<file path="src/rtl/pq_pkg.sv">
`timescale 1ns/1ps
package pq_pkg;

  // Synchronised view of the three pins.
  typedef struct packed {
    logic sel_n;    // 1 = deselected
    logic sclk;     // serial clock level
    logic pause_n;  // 0 = pause requested
  } pq_pins_t;

  localparam int       PINS_W    = $bits(pq_pins_t);
  // Idle levels: deselected, clock low, no pause request.
  localparam pq_pins_t PINS_IDLE = pq_pins_t'(3'b101);

  // Next pause state: deselect clears, a low clock follows the request,
  // a high clock keeps the current state until the next low phase.
  function automatic logic pause_next(input pq_pins_t s, input logic cur);
    if (s.sel_n) return 1'b0;
    if (!s.sclk) return ~s.pause_n;
    return cur;
  endfunction

  // Level change from was_v to now_v going upward.
  function automatic logic went_high(input logic now_v, input logic was_v);
    return now_v & ~was_v;
  endfunction

endpackage

</file>
<file path="src/rtl/pq_sync.sv">
`timescale 1ns/1ps
module pq_sync #(
  parameter int               WIDTH   = 3,
  parameter int               STAGES  = 2,
  parameter logic [WIDTH-1:0] RST_VAL = '0
) (
  input  logic             clk,
  input  logic             rst_n,
  input  logic [WIDTH-1:0] d_async,
  output logic [WIDTH-1:0] d_sync
);

  logic [WIDTH-1:0] chain [STAGES];

  always_ff @(posedge clk or negedge rst_n) begin
    if (!rst_n) begin
      for (int i = 0; i < STAGES; i++) chain[i] <= RST_VAL;
    end else begin
      chain[0] <= d_async;
      for (int i = 1; i < STAGES; i++) chain[i] <= chain[i-1];
    end
  end

  assign d_sync = chain[STAGES-1];

endmodule

</file>
<file path="src/rtl/pq_edge.sv">
`timescale 1ns/1ps
module pq_edge import pq_pkg::*; #(
  parameter logic RST_LVL = 1'b0
) (
  input  logic clk,
  input  logic rst_n,
  input  logic lvl,
  input  logic block,
  output logic rise,
  output logic fall
);

  logic lvl_d;

  always_ff @(posedge clk or negedge rst_n) begin
    if (!rst_n) lvl_d <= RST_LVL;
    else        lvl_d <= lvl;
  end

  assign rise = went_high(lvl, lvl_d) & ~block;
  assign fall = went_high(lvl_d, lvl) & ~block;

  // a strobe never lasts two cycles
  assert_single_rise_R9: assert property (@(posedge clk) disable iff (!rst_n)
    rise |=> !rise);
  assert_single_fall_R9: assert property (@(posedge clk) disable iff (!rst_n)
    fall |=> !fall);

endmodule

</file>
<file path="src/rtl/pq_pause_ctrl.sv">
`timescale 1ns/1ps
module pq_pause_ctrl import pq_pkg::*; (
  input  logic     clk,
  input  logic     rst_n,
  input  pq_pins_t pins_s,
  output logic     pause_q
);

  logic pause_d;
  logic pause_enter;
  logic pause_exit;

  always_comb pause_d = pause_next(pins_s, pause_q);

  always_ff @(posedge clk or negedge rst_n) begin
    if (!rst_n) pause_q <= 1'b0;
    else        pause_q <= pause_d;
  end

  // Named events for the checks below.
  assign pause_enter = pause_d & ~pause_q;
  assign pause_exit  = pause_q & ~pause_d;

  // request seen with clock low while selected enters pause
  assert_enter_low_R2: assert property (@(posedge clk) disable iff (!rst_n)
    (!pins_s.sel_n && !pins_s.sclk && !pins_s.pause_n) |=> pause_q);
  // no entry while the clock is high
  assert_no_entry_high_R3: assert property (@(posedge clk) disable iff (!rst_n)
    (!pause_q && pins_s.sclk) |=> !pause_q);
  // released request with clock low leaves pause
  assert_exit_low_R4: assert property (@(posedge clk) disable iff (!rst_n)
    (!pins_s.sclk && pins_s.pause_n) |=> !pause_q);
  // no exit while selected with the clock high
  assert_no_exit_high_R5: assert property (@(posedge clk) disable iff (!rst_n)
    (pause_q && pins_s.sclk && !pins_s.sel_n) |=> pause_q);
  // deselect during pause ends it
  assert_desel_clears_R7: assert property (@(posedge clk) disable iff (!rst_n)
    (pause_q && pins_s.sel_n) |=> !pause_q);
  // request ignored while deselected
  assert_ignored_desel_R8: assert property (@(posedge clk) disable iff (!rst_n)
    pins_s.sel_n |=> !pause_q);
  // transitions happen only from a clock-low sample
  assert_enter_event_R3: assert property (@(posedge clk) disable iff (!rst_n)
    pause_enter |-> (!pins_s.sclk && !pins_s.sel_n));
  assert_exit_event_R5: assert property (@(posedge clk) disable iff (!rst_n)
    pause_exit |-> (!pins_s.sclk || pins_s.sel_n));

endmodule

</file>
<file path="src/rtl/spi_pause_qualifier.sv">
`timescale 1ns/1ps
module spi_pause_qualifier import pq_pkg::*; #(
  parameter int SYNC_STAGES = 2
) (
  input  logic clk,
  input  logic rst_n,
  input  logic sel_n_pin,
  input  logic sclk_pin,
  input  logic pause_n_pin,
  output logic sel_active,
  output logic sel_start_ev,
  output logic desel_ev,
  output logic sclk_rise_ev,
  output logic sclk_fall_ev,
  output logic pause_active,
  output logic so_hiz
);

  logic [PINS_W-1:0] pins_raw;
  logic [PINS_W-1:0] pins_sync;
  pq_pins_t          pins_s;
  logic              pause_q;
  logic              sclk_block;

  assign pins_raw = {sel_n_pin, sclk_pin, pause_n_pin};

  pq_sync #(
    .WIDTH  (PINS_W),
    .STAGES (SYNC_STAGES),
    .RST_VAL(PINS_IDLE)
  ) u_sync (
    .clk    (clk),
    .rst_n  (rst_n),
    .d_async(pins_raw),
    .d_sync (pins_sync)
  );

  assign pins_s = pq_pins_t'(pins_sync);

  pq_pause_ctrl u_pause (
    .clk    (clk),
    .rst_n  (rst_n),
    .pins_s (pins_s),
    .pause_q(pause_q)
  );

  // Serial clock edges pass only while selected and not paused.
  assign sclk_block = pause_q | pins_s.sel_n;

  pq_edge #(.RST_LVL(1'b0)) u_sclk_edge (
    .clk  (clk),
    .rst_n(rst_n),
    .lvl  (pins_s.sclk),
    .block(sclk_block),
    .rise (sclk_rise_ev),
    .fall (sclk_fall_ev)
  );

  pq_edge #(.RST_LVL(1'b1)) u_sel_edge (
    .clk  (clk),
    .rst_n(rst_n),
    .lvl  (pins_s.sel_n),
    .block(1'b0),
    .rise (desel_ev),
    .fall (sel_start_ev)
  );

  assign sel_active   = ~pins_s.sel_n;
  assign pause_active = pause_q;
  assign so_hiz       = pins_s.sel_n | pause_q;

  // the engine sees no clock edge during pause
  assert_no_edge_paused_R6: assert property (@(posedge clk) disable iff (!rst_n)
    pause_active |-> !(sclk_rise_ev || sclk_fall_ev));
  // output released during pause
  assert_hiz_paused_R6: assert property (@(posedge clk) disable iff (!rst_n)
    pause_active |-> so_hiz);
  // deselect strobe is followed by a cleared pause
  assert_desel_then_clear_R7: assert property (@(posedge clk) disable iff (!rst_n)
    desel_ev |=> !pause_active);
  // select and deselect strobes never coincide
  assert_sel_strobes_R7: assert property (@(posedge clk) disable iff (!rst_n)
    $onehot0({sel_start_ev, desel_ev}));
  // no clock strobe while deselected
  assert_no_edge_desel_R8: assert property (@(posedge clk) disable iff (!rst_n)
    !sel_active |-> !(sclk_rise_ev || sclk_fall_ev));

endmodule

</file>
<file path="config.mk">
export PLATFORM = sky130hd
export DESIGN_NAME = spi_pause_qualifier
export DESIGN_NICKNAME = d
export VERILOG_FILES = /design/src/rtl/pq_pkg.sv /design/src/rtl/pq_sync.sv /design/src/rtl/pq_edge.sv /design/src/rtl/pq_pause_ctrl.sv /design/src/rtl/spi_pause_qualifier.sv
export SDC_FILE = /design/constraint.sdc
export NUM_CORES = 1
export LEC_CHECK = 0
export BUFFER_PORTS_ARGS = -buffer_cell sky130_fd_sc_hd__buf_2
export CAP_MARGIN = 20
export CORE_AREA = 2 2 39 41
export DETAILED_ROUTE_END_ITERATION = 10
export DIE_AREA = 0 0 41 43
export PLACE_DENSITY_LB_ADDON = 0.1
export REMOVE_ABC_BUFFERS = 1
export SETUP_SLACK_MARGIN = 0.2
export SLEW_MARGIN = 20
export SYNTH_ARGS = -nofsm -noshare
export SYNTH_HDL_FRONTEND = slang
export SYNTH_HIERARCHICAL = 1
export SYNTH_SLANG_ARGS = --single-unit
</file>
<file path="constraint.sdc">
create_clock -name clk -period 2.3 [get_ports clk]
set_input_delay 0.345 -clock clk [delete_from_list [all_inputs] [get_ports clk]]
set_output_delay 0.345 -clock clk [all_outputs]
set_load 0.005 [all_outputs]
</file>
# Word-level counts from Yosys, hierarchy flattened
# Index checks and enable logic that the tools add are counted.
# word_totals
ff_bits,9
inputBits,5
elab_cells,26
# op_classes
bitwise,13
n_reduce_logical,1
mux,7
# op_table
operator,n
two-way mux 1 bit,7
AND 1 bit,6
inverter 1 bit,6
nonzero test 2 bit,1
OR 1 bit,1

# Longest topological paths before layout
# Gate-level depths: netlist of the first run.
# logic_depth
word_depth,4
ltp_mapped,3
depth_no_buf,2

# By module
# The synthesis of the first run kept the hierarchy.
# by_module_without_submodules
module,area_per_inst_um2,cells_per_inst,instances
pq_sync,177.7,9,1
pq_pause_ctrl,43.8,4,1
pq_edge (u_sel_edge),41.3,3,1
pq_edge (u_sclk_edge),40.0,3,1
spi_pause_qualifier,13.8,3,1

# Worst setup path before layout of the first run
# No wires, ideal clock.
# synth_timing
kind,register to output
startpoint,register u_sync.chain (netlist bit u_sync/d_sync[2])
endpoint,output port sclk_fall_ev
required_ns,1.955
stages_incl_launch_ff,4
arrival_time_ns,0.955
slack_ns,1.000
path_buffers,1
cell_sequence,dfstp_2 -> buf_4 -> or2_1 -> nor3b_1
# synth_between
elab_chain_cells,3
# synth_lines
item,line_no,rtl
start: declaration,pq_sync.sv:13,logic [WIDTH-1:0] chain [STAGES];
OR 1 bit,-,
via so_hiz,spi_pause_qualifier.sv:16,output logic so_hiz
inverter 1 bit,pq_edge.sv:21,"assign fall = went_high(lvl_d, lvl) & ~block;"
AND 1 bit,pq_edge.sv:21,
end: declaration,spi_pause_qualifier.sv:14,"output logic sclk_fall_ev,"
# The timed path passes the listed nets, and every way through them passes these cells.

# Final worst setup path of the first run
# layout_timing
startpoint,register u_sync.chain (netlist bit u_sync/d_sync[2])
endpoint,output port sclk_rise_ev
# layout_between
elab_chain_cells,3
# layout_lines
item,line_no,rtl
OR 1 bit,spi_pause_qualifier.sv:48,assign sclk_block = pause_q | pins_s.sel_n;
inverter 1 bit,pq_edge.sv:20,"assign rise = went_high(lvl, lvl_d) & ~block;"
AND 1 bit,pq_edge.sv:20,
end: declaration,spi_pause_qualifier.sv:13,"output logic sclk_rise_ev,"
# No other way between the ends.

==> qor.yml, run 1 <==
status: "finished clean"
ys_ff_latch: 9
htree_levels: 1
core_region_area_um2: 1384
timing.hold.ws_ns: 0.1905
swShare_pct: 19.82
crit_fanout: 6
n_antenna_cell: 0
peakVddDrop_mv: 0.2789
p_int_uw: 247.2
synth_seq_area_share_pct: 73.12
rows: 14
max_freq_mhz: 635.7
place.gp.congestion: 0.5560
grtUsageTotal_pct: 6.728
final_cell_mix: "11 x buf_2, 5 x dfstp_2, 4 x dfrtp_1, 4 x nor3b_1, 3 x clkbuf_4"
insertion_delay_ns: 0.25
worstSetupPathType: "reg2out"
worstSetupStartpointType: "flip-flop"
grt_overflow_total: 0
drv_slew: 0
cts_setup_buffers: 0
layout_commonest_cell: "buf_2"
p_comb_share_pct: 6.4
hold_violations: 0
drc_errors: 0
grt_pass1_wl_um: 717
syn_area_per_cell_um2: 14.39
power_frac_seq_pct: 56.6
power_per_cell_area_nw_per_um2: 753.5
nFillCells: 143
cap_violations: 0
final_core_util_pct: 29.57
finalClockSkew_ns: 0.001756
synth_cell_type_count: 9
dp_slack_ns: 0.9824
ant_nets: 0
yosys_warnings: 6
worstHoldPathType: "in2reg"
fin_crit_ns: 1.573
die_y_um: 43
cts_resized: 0
root_buffer: "clkbuf_4"
clockPowerShare_pct: 37.0
p_leak_uw: 0.0001930
ctsHoldBuffers: 1
cp.arrival_ns: 1.23
area_growth_pct: 29.25
wl_per_cell_um: 7.923
nNetsFinal: 42
finalCritPeriodShare_pct: 68.40
grt_max_degree: 10
rsz0062_at_grt: "no"
io_pins: 12
grt_pass1_vias: 178
drive_gt1_share_pct: 55.56
critPathCaptureType: "output port"
clockBufferDepth: 2
switchingPower_uw: 61.10
wl_um: 412
drtIter0Drc: 2
tritoncts: "done"
vias: 188
path_clk_slew_ns: 0.06
antenna_found_initial: 0
setup_viol: 0
numPortBuffers: 11
fin_setup_tns_ns: 0
synthCells: 22
required_ns: 1.96
worst_slack_ns: 0.7268
die_x_um: 41
clock_sinks: 9
initial_core_util_pct: 22.88
die_area_um2: 1763
first_pass_iters: 2
synth_area_um2: 316.6
vias_per_cell: 3.615
cts_buffers: 3
per-stage QoR:
step                cell area, um2  instances  total power (uW)
floorplan                    297.8         20             183.3
global placement             372.9         47             195.5
detailed placement           372.9         47             196.2
CTS                          409.1         52             317.7
global route                 409.1         52             332.3
finish                       409.1         52             308.3
power groups by stage:
stage          Sequential (uW)  Clock (uW)  Combinational, uW
2_1_floorplan              176           0               7.10
3_3_place_gp               177           0               18.6
3_5_place_dp               177           0               18.9
4_1_cts                    175         123               20.3
5_1_grt                    176         134               22.8
6_report                   175         114               19.6
state kept, by name, indices dropped and copies added, names as in the netlist:
signal and count:
u_sync/d_sync 3, u_sync/chain 3, u_sclk_edge/lvl_d 1, u_sel_edge/lvl_d 1, u_pause/pause_q 1
per-layer routing:
layer | up-vias | wire length [um] | GRT usage, %
met5 | - | 0 | 0
met4 | 0 | 8 | 8.000
met1 | 82 | 181 | 8.784
met2 | 10 | 176 | 6.875
li1 | 94 | - | -
met3 | 2 | 45 | 3.141
final timing paths:
check | start | cells after the start | endpoint | slack [ns]
max | u_sync/d_sync[2]$_DFF_PN1_ | 3 | sclk_rise_ev | 0.73
min | pause_n_pin | 1 | u_sync/chain[3]$_DFF_PN1_ | 0.19
max reg2reg | u_sync/d_sync[1]$_DFF_PN0_ | 2 | u_pause/pause_q$_DFFE_PN0P_ | 1.46
min reg2reg | u_sync/chain[4]$_DFF_PN0_ | 0 | u_sync/d_sync[1]$_DFF_PN0_ | 0.35
max in group asynchronous | rst_n | 2 | u_sync/d_sync[0]$_DFF_PN1_ | 1.60
min in group asynchronous | rst_n | 2 | u_sync/d_sync[1]$_DFF_PN0_ | 0.46
logic make-up after synthesis:
family | share of synthesized area [%]
DFF | 73.13
and+or+nand+nor | 14.62
buffers and inverters | 8.299
AOI/OAI and AO/OA | 2.767
other | 1.185
cells in the mapped netlist, drive strengths merged:
cell type	count	share of area (%)
inv	1	1.2
buf	3	7.1
dfrtp	4	32
nor3b	4	9.5
dfstp	5	42
conb	1	1.2
a21oi	1	2.8
nand2	1	1.2
or2	2	4.0
worst max-delay path, cell delays in order, from the launching register on:
cell	delay (ns)
dfstp_2	0.39
or2_1	0.25
nor3b_1	0.19
buf_2	0.14
layout make-up:
cell class | count | area (um2) | area share, %
clock buffer | 4 | 26.28 | 6.422
inverter | 1 | 3.754 | 0.9174
multi-input combinational | 10 | 62.56 | 15.29
sequential | 9 | 231.5 | 56.57
tap | 16 | 20.02 | 4.893
timing repair buffer | 12 | 65.06 | 15.90
No activity file was read; power rests on OpenSTA's default activity.
==> run 2: changes to the inputs <==
Clock period 2.3 ns to 1.4 ns, I/O delays scaled along.
==> qor.yml, run 2 (synthesis results as in run 1) <==
finalClockSkew_ns: 0.002972  # was 0.001756 ns
grt_overflow_total: 0  # unchanged
clock_sinks: 9  # unchanged
io_pins: 12  # unchanged
drtIter0Drc: 1  # was 2
n_antenna_cell: 0  # unchanged
drc_errors: 0  # unchanged
insertion_delay_ns: 0.25  # about the same
dp_hpwl_um: 337.6
cts_buffers: 3  # unchanged
first_pass_iters: 2  # unchanged
root_buffer: "clkbuf_4"  # unchanged
peakVddDrop_mv: 0.5693  # was 0.2789 mV
wl_um: 511  # was 412 um
nNetsFinal: 46  # was 42
htree_levels: 1  # unchanged
setup_viol: 1  # was 0
die_y_um: 43  # unchanged
worstHoldPathType: "in2reg"  # unchanged
area_growth_pct: 50.99  # was 29.25%
crit_fanout: 4  # was 6
rsz0062_at_grt: "yes"  # was no
initial_core_util_pct: 22.88  # unchanged
grt_max_degree: 10  # unchanged
drive_gt1_share_pct: 75.00  # was 55.56%
cap_violations: 0  # unchanged
path_clk_slew_ns: 0.06  # about the same
nFillCells: 139  # was 143
power_uw: 532.8  # was 308.3 uW
die_area_um2: 1763  # unchanged
die_x_um: 41  # unchanged
core_region_area_um2: 1384  # unchanged
grt_pass1_vias: 207  # was 178
final_cells: 56  # was 52
antenna_found_initial: 0  # unchanged
cp.arrival_ns: 1.21  # was 1.23 ns
status: "finished, violations left"  # was finished clean
dp_slack_ns: 0.2060  # was 0.9824 ns
grtUsageTotal_pct: 7.354  # was 6.728%
max_freq_mhz: 706.3
power_per_cell_area_nw_per_um2: 1115  # was 753.5 nW/um2
drv_slew: 0  # unchanged
critPathCaptureType: "output port"  # unchanged
wl_per_cell_um: 9.125  # was 7.923 um
place.gp.congestion: 0.5569  # was 0.5560
violations: "setup timing"
ant_nets: 0  # unchanged
worstSetupPathType: "reg2out"  # unchanged
min_path_cells: 1  # unchanged
clockBufferDepth: 2  # unchanged
fin_crit_ns: 1.416
vias: 201  # was 188
tritoncts: "done"  # unchanged
grt_pass1_wl_um: 821  # was 717 um
required_ns: 1.19  # was 1.96 ns
worstSetupStartpointType: "flip-flop"  # unchanged
final_cell_mix: "9 x buf_2, 5 x dfstp_2, 4 x dfrtp_1, 4 x nor3b_2"  # was 11 x buf_2, 5 x dfstp_2, 4 x dfrtp_1, 4 x nor3b_1, 3 x clkbuf_4
rows: 14  # unchanged
numPortBuffers: 11  # unchanged
finalCritPeriodShare_pct: 101.1
layout_commonest_cell: "buf_2"  # unchanged
hold_violations: 0  # unchanged
vias_per_cell: 3.589  # was 3.615
worst_slack_ns: -0.01591  # was 0.7268 ns
place_inst: 47  # unchanged
p_leak_uw: 0.0002252  # was 0.0001930 uW
reg2reg_depth: 2  # unchanged
-- run 2: worst paths after layout --
kind,start,end,slack [ns]
worst max register to register,u_sync/d_sync[1]$_DFF_PN0_,u_pause/pause_q$_DFFE_PN0P_,0.55
worst min-delay path,pause_n_pin,u_sync/chain[3]$_DFF_PN1_,0.06
max in group asynchronous,rst_n,u_sync/chain[3]$_DFF_PN1_,0.84
worst min register to register,u_sync/chain[4]$_DFF_PN0_,u_sync/d_sync[1]$_DFF_PN0_,0.35
min in group asynchronous,rst_n,u_sync/chain[4]$_DFF_PN0_,0.32
worst max-delay path,u_sync/d_sync[2]$_DFF_PN1_,sclk_rise_ev,-0.02
-- run 2: stage by stage --
| step | setup TNS, ns | utilization [%] | instance area, um2 | hold WS (ns) |
|---|---|---|---|---|
| floorplan | 0 | - | 297.8 | -0.08559 |
| global placement | 0 | 26.94 | 372.9 | 0.06582 |
| finish | -0.01591 | 34.54 | 478.0 | 0.05671 |
| global route | -0.1141 | 34.54 | 478.0 | 0.04417 |
| CTS | 0 | 34.09 | 471.7 | 0.04792 |
| detailed placement | 0 | 26.94 | 372.9 | 0.06395 |
-- run 2: where the power goes --
group	internal [uW]	switching [uW]
clock	109	81.9
combinational	33.8	20.7
sequential	279	7.90
-- run 2: cell type report --
type	count	area (um2)	area share, %
Sequential cell	9	231.5	48.43
Inverter	1	3.754	0.7853
Timing Repair Buffer	16	111.4	23.30
Multi-Input combinational cell	10	85.08	17.80
Clock buffer	4	26.28	5.497
Tap cell	16	20.02	4.188
-- run 2: layer usage --
metal / vias to the layer above / routed length [um] / GRT usage, %
met3: 0 / 41 / 3.141
li1: 101 / - / -
met4: 0 / 0 / 6.000
met1: 90 / 220 / 7.823
met2: 10 / 249 / 10.63
met5: - / 0 / 0
-- run 2: critical path, stage by stage, from the launching register on --
cell and delay [ns]:
dfstp_2 0.39, or2_4 0.27, nor3b_2 0.17, buf_2 0.14
-- run 2: timing repair --
item	4_1_cts	5_1_grt
pin swaps	1	1
resized for setup	8	1
buffers inserted	4	0
hold endpoints to repair	4	0
endpoints found under the setup margin	6	6
gates cloned	0	0
hold buffers	1	0
==> run 3: changes to the inputs <==
Clock period 1.4 ns to 1.71 ns, I/O delays scaled along.
==> qor.yml, run 3 (synthesis results as in run 1) <==
status: "finished clean"  # was finished, violations left
die_x_um: 41  # unchanged
setup_viol: 0  # was 1
htree_levels: 1  # unchanged
dp_hpwl_um: 307.1  # was 337.6 um
layout_commonest_cell: "buf_2"  # unchanged
hold_violations: 0  # unchanged
power_per_cell_area_nw_per_um2: 995.5  # was 1115 nW/um2
die_y_um: 43  # unchanged
fin_setup_tns_ns: 0  # was -0.01591 ns
die_area_um2: 1763  # unchanged
final_cell_mix: "11 x buf_2, 5 x dfstp_2, 4 x dfrtp_1"  # was 9 x buf_2, 5 x dfstp_2, 4 x dfrtp_1, 4 x nor3b_2
cts_buffers: 3  # unchanged
cp.arrival_ns: 1.21  # about the same
initial_core_util_pct: 22.88  # unchanged
finalClockSkew_ns: 0.0004599  # was 0.002972 ns
worst_slack_ns: 0.2481  # was -0.01591 ns
drv_slew: 0  # unchanged
reg2reg_slack_ns: 0.88  # was 0.55 ns
r2r-start: "u_sync/d_sync[1]$_DFF_PN0_"  # unchanged
drive_gt1_share_pct: 63.89  # was 75.00%
max_freq_mhz: 684.0
wl_per_cell_um: 7.981  # was 9.125 um
grt_max_degree: 10  # unchanged
drtIter0Drc: 0  # was 1
vias: 187  # was 201
antenna_found_initial: 0  # unchanged
required_ns: 1.45  # was 1.19 ns
reg2reg_depth: 2  # unchanged
core_region_area_um2: 1384  # unchanged
grt_pass1_wl_um: 724  # was 821 um
cap_violations: 0  # unchanged
numPortBuffers: 11  # unchanged
wl_um: 415  # was 511 um
min_path_cells: 1  # unchanged
peakVddDrop_mv: 0.3816  # was 0.5693 mV
crit_fanout: 6  # was 4
vias_per_cell: 3.596  # was 3.589
timing.hold.ws_ns: 0.1015  # was 0.05671 ns
worstSetupPathType: "reg2out"  # unchanged
rsz0062_at_grt: "yes"  # unchanged
worstHoldPathType: "in2reg"  # unchanged
tritoncts: "done"  # unchanged
p_leak_uw: 0.0001975  # was 0.0002252 uW
area_growth_pct: 33.20  # was 50.99%
clock_sinks: 9  # unchanged
timing.rr.end: "u_pause/pause_q$_DFFE_PN0P_"  # unchanged
first_pass_iters: 1  # was 2
grtUsageTotal_pct: 6.707  # was 7.354%
insertion_delay_ns: 0.25  # about the same
n_antenna_cell: 0  # unchanged
min_from: "sel_n_pin"  # was pause_n_pin
design_area_um2: 421.7  # was 478.0 um2
grt_pass1_vias: 182  # was 207
finalCritPeriodShare_pct: 85.49
rows: 14  # unchanged
drc_errors: 0  # unchanged
clockBufferDepth: 2  # unchanged
io_pins: 12  # unchanged
root_buffer: "clkbuf_4"  # unchanged
fin_crit_ns: 1.462
critPathCaptureType: "output port"  # unchanged
place.gp.congestion: 0.5472  # was 0.5569
grt_overflow_total: 0  # unchanged
path_clk_slew_ns: 0.06  # about the same
ant_nets: 0  # unchanged
worstSetupStartpointType: "flip-flop"  # unchanged
dpl-instance-area_um2: 372.9  # unchanged
dp_slack_ns: 0.4768  # was 0.2060 ns
nNetsFinal: 42  # was 46
worstHoldEndpoint: "u_sync/chain[5]$_DFF_PN1_"  # was u_sync/chain[3]$_DFF_PN1_
==> run 3: metal layers <==
metal  GRT usage, %  share of wire (%)  routed length, um
met5              0                  0                  0
met4          8.000                  0                  0
met3          3.141                 12                 49
met2          7.813                 43                180
met1          7.692                 45                186
==> run 3: stage by stage <==
step	cells	utilization, %	total power [uW]
after floorplan	20	-	246.5
after global placement	47	26.94	262.9
after detailed placement	47	26.94	264.0
after CTS	52	29.93	428.5
after global routing	52	30.47	449.8
final	52	30.47	419.8
==> run 3: how the worst max path moves through the flow <==
stage | from | end | slack [ns] | cells after the start
final | u_sync/d_sync[2]$_DFF_PN1_ | sclk_fall_ev | 0.25 | 3
after global routing | u_sync/d_sync[2]$_DFF_PN1_ | sclk_fall_ev | 0.19 | 3
after CTS | u_sync/d_sync[2]$_DFF_PN1_ | sclk_fall_ev | 0.21 | 3
after detailed placement | u_sync/d_sync[2]$_DFF_PN1_ | sclk_rise_ev | 0.48 | 3
after global placement | u_sync/d_sync[2]$_DFF_PN1_ | sclk_fall_ev | 0.53 | 3
after floorplan | u_sync/d_sync[2]$_DFF_PN1_ | sclk_fall_ev | 0.60 | 2
==> run 3: final cells by class <==
type	instances	area, um2
fillers	159	962.2
multi-input cells	10	75.07
flip-flops and latches	9	231.5
inverters	1	3.754
well taps	16	20.02
repair buffers	12	65.06
clock buffers	4	26.28
==> run 3: what timing repair did <==
item | CTS | global route
setup endpoints to repair | 1 | 3
buffers inserted | 0 | 0
hold endpoints to repair | 4 | 0
hold buffers | 1 | 0
resized for setup | 1 | 2
==> run 3: power by group <==
| group | switching (uW) | total, uW | internal [uW] | leakage [uW] |
|---|---|---|---|---|
| Sequential | 6.58 | 235 | 229 | 0.000101 |
| Combinational | 12.5 | 29.1 | 16.6 | 0.0000817 |
| Clock | 65.9 | 155 | 89.4 | 0.0000150 |
| Total | 85.1 | 420 | 335 | 0.000198 |
==> run 3: worst max-delay path, cell delays in order (launching register included) <==
cell and delay, ns:
dfstp_2 0.39, or2_4 0.26, nor3b_1 0.16, buf_2 0.14
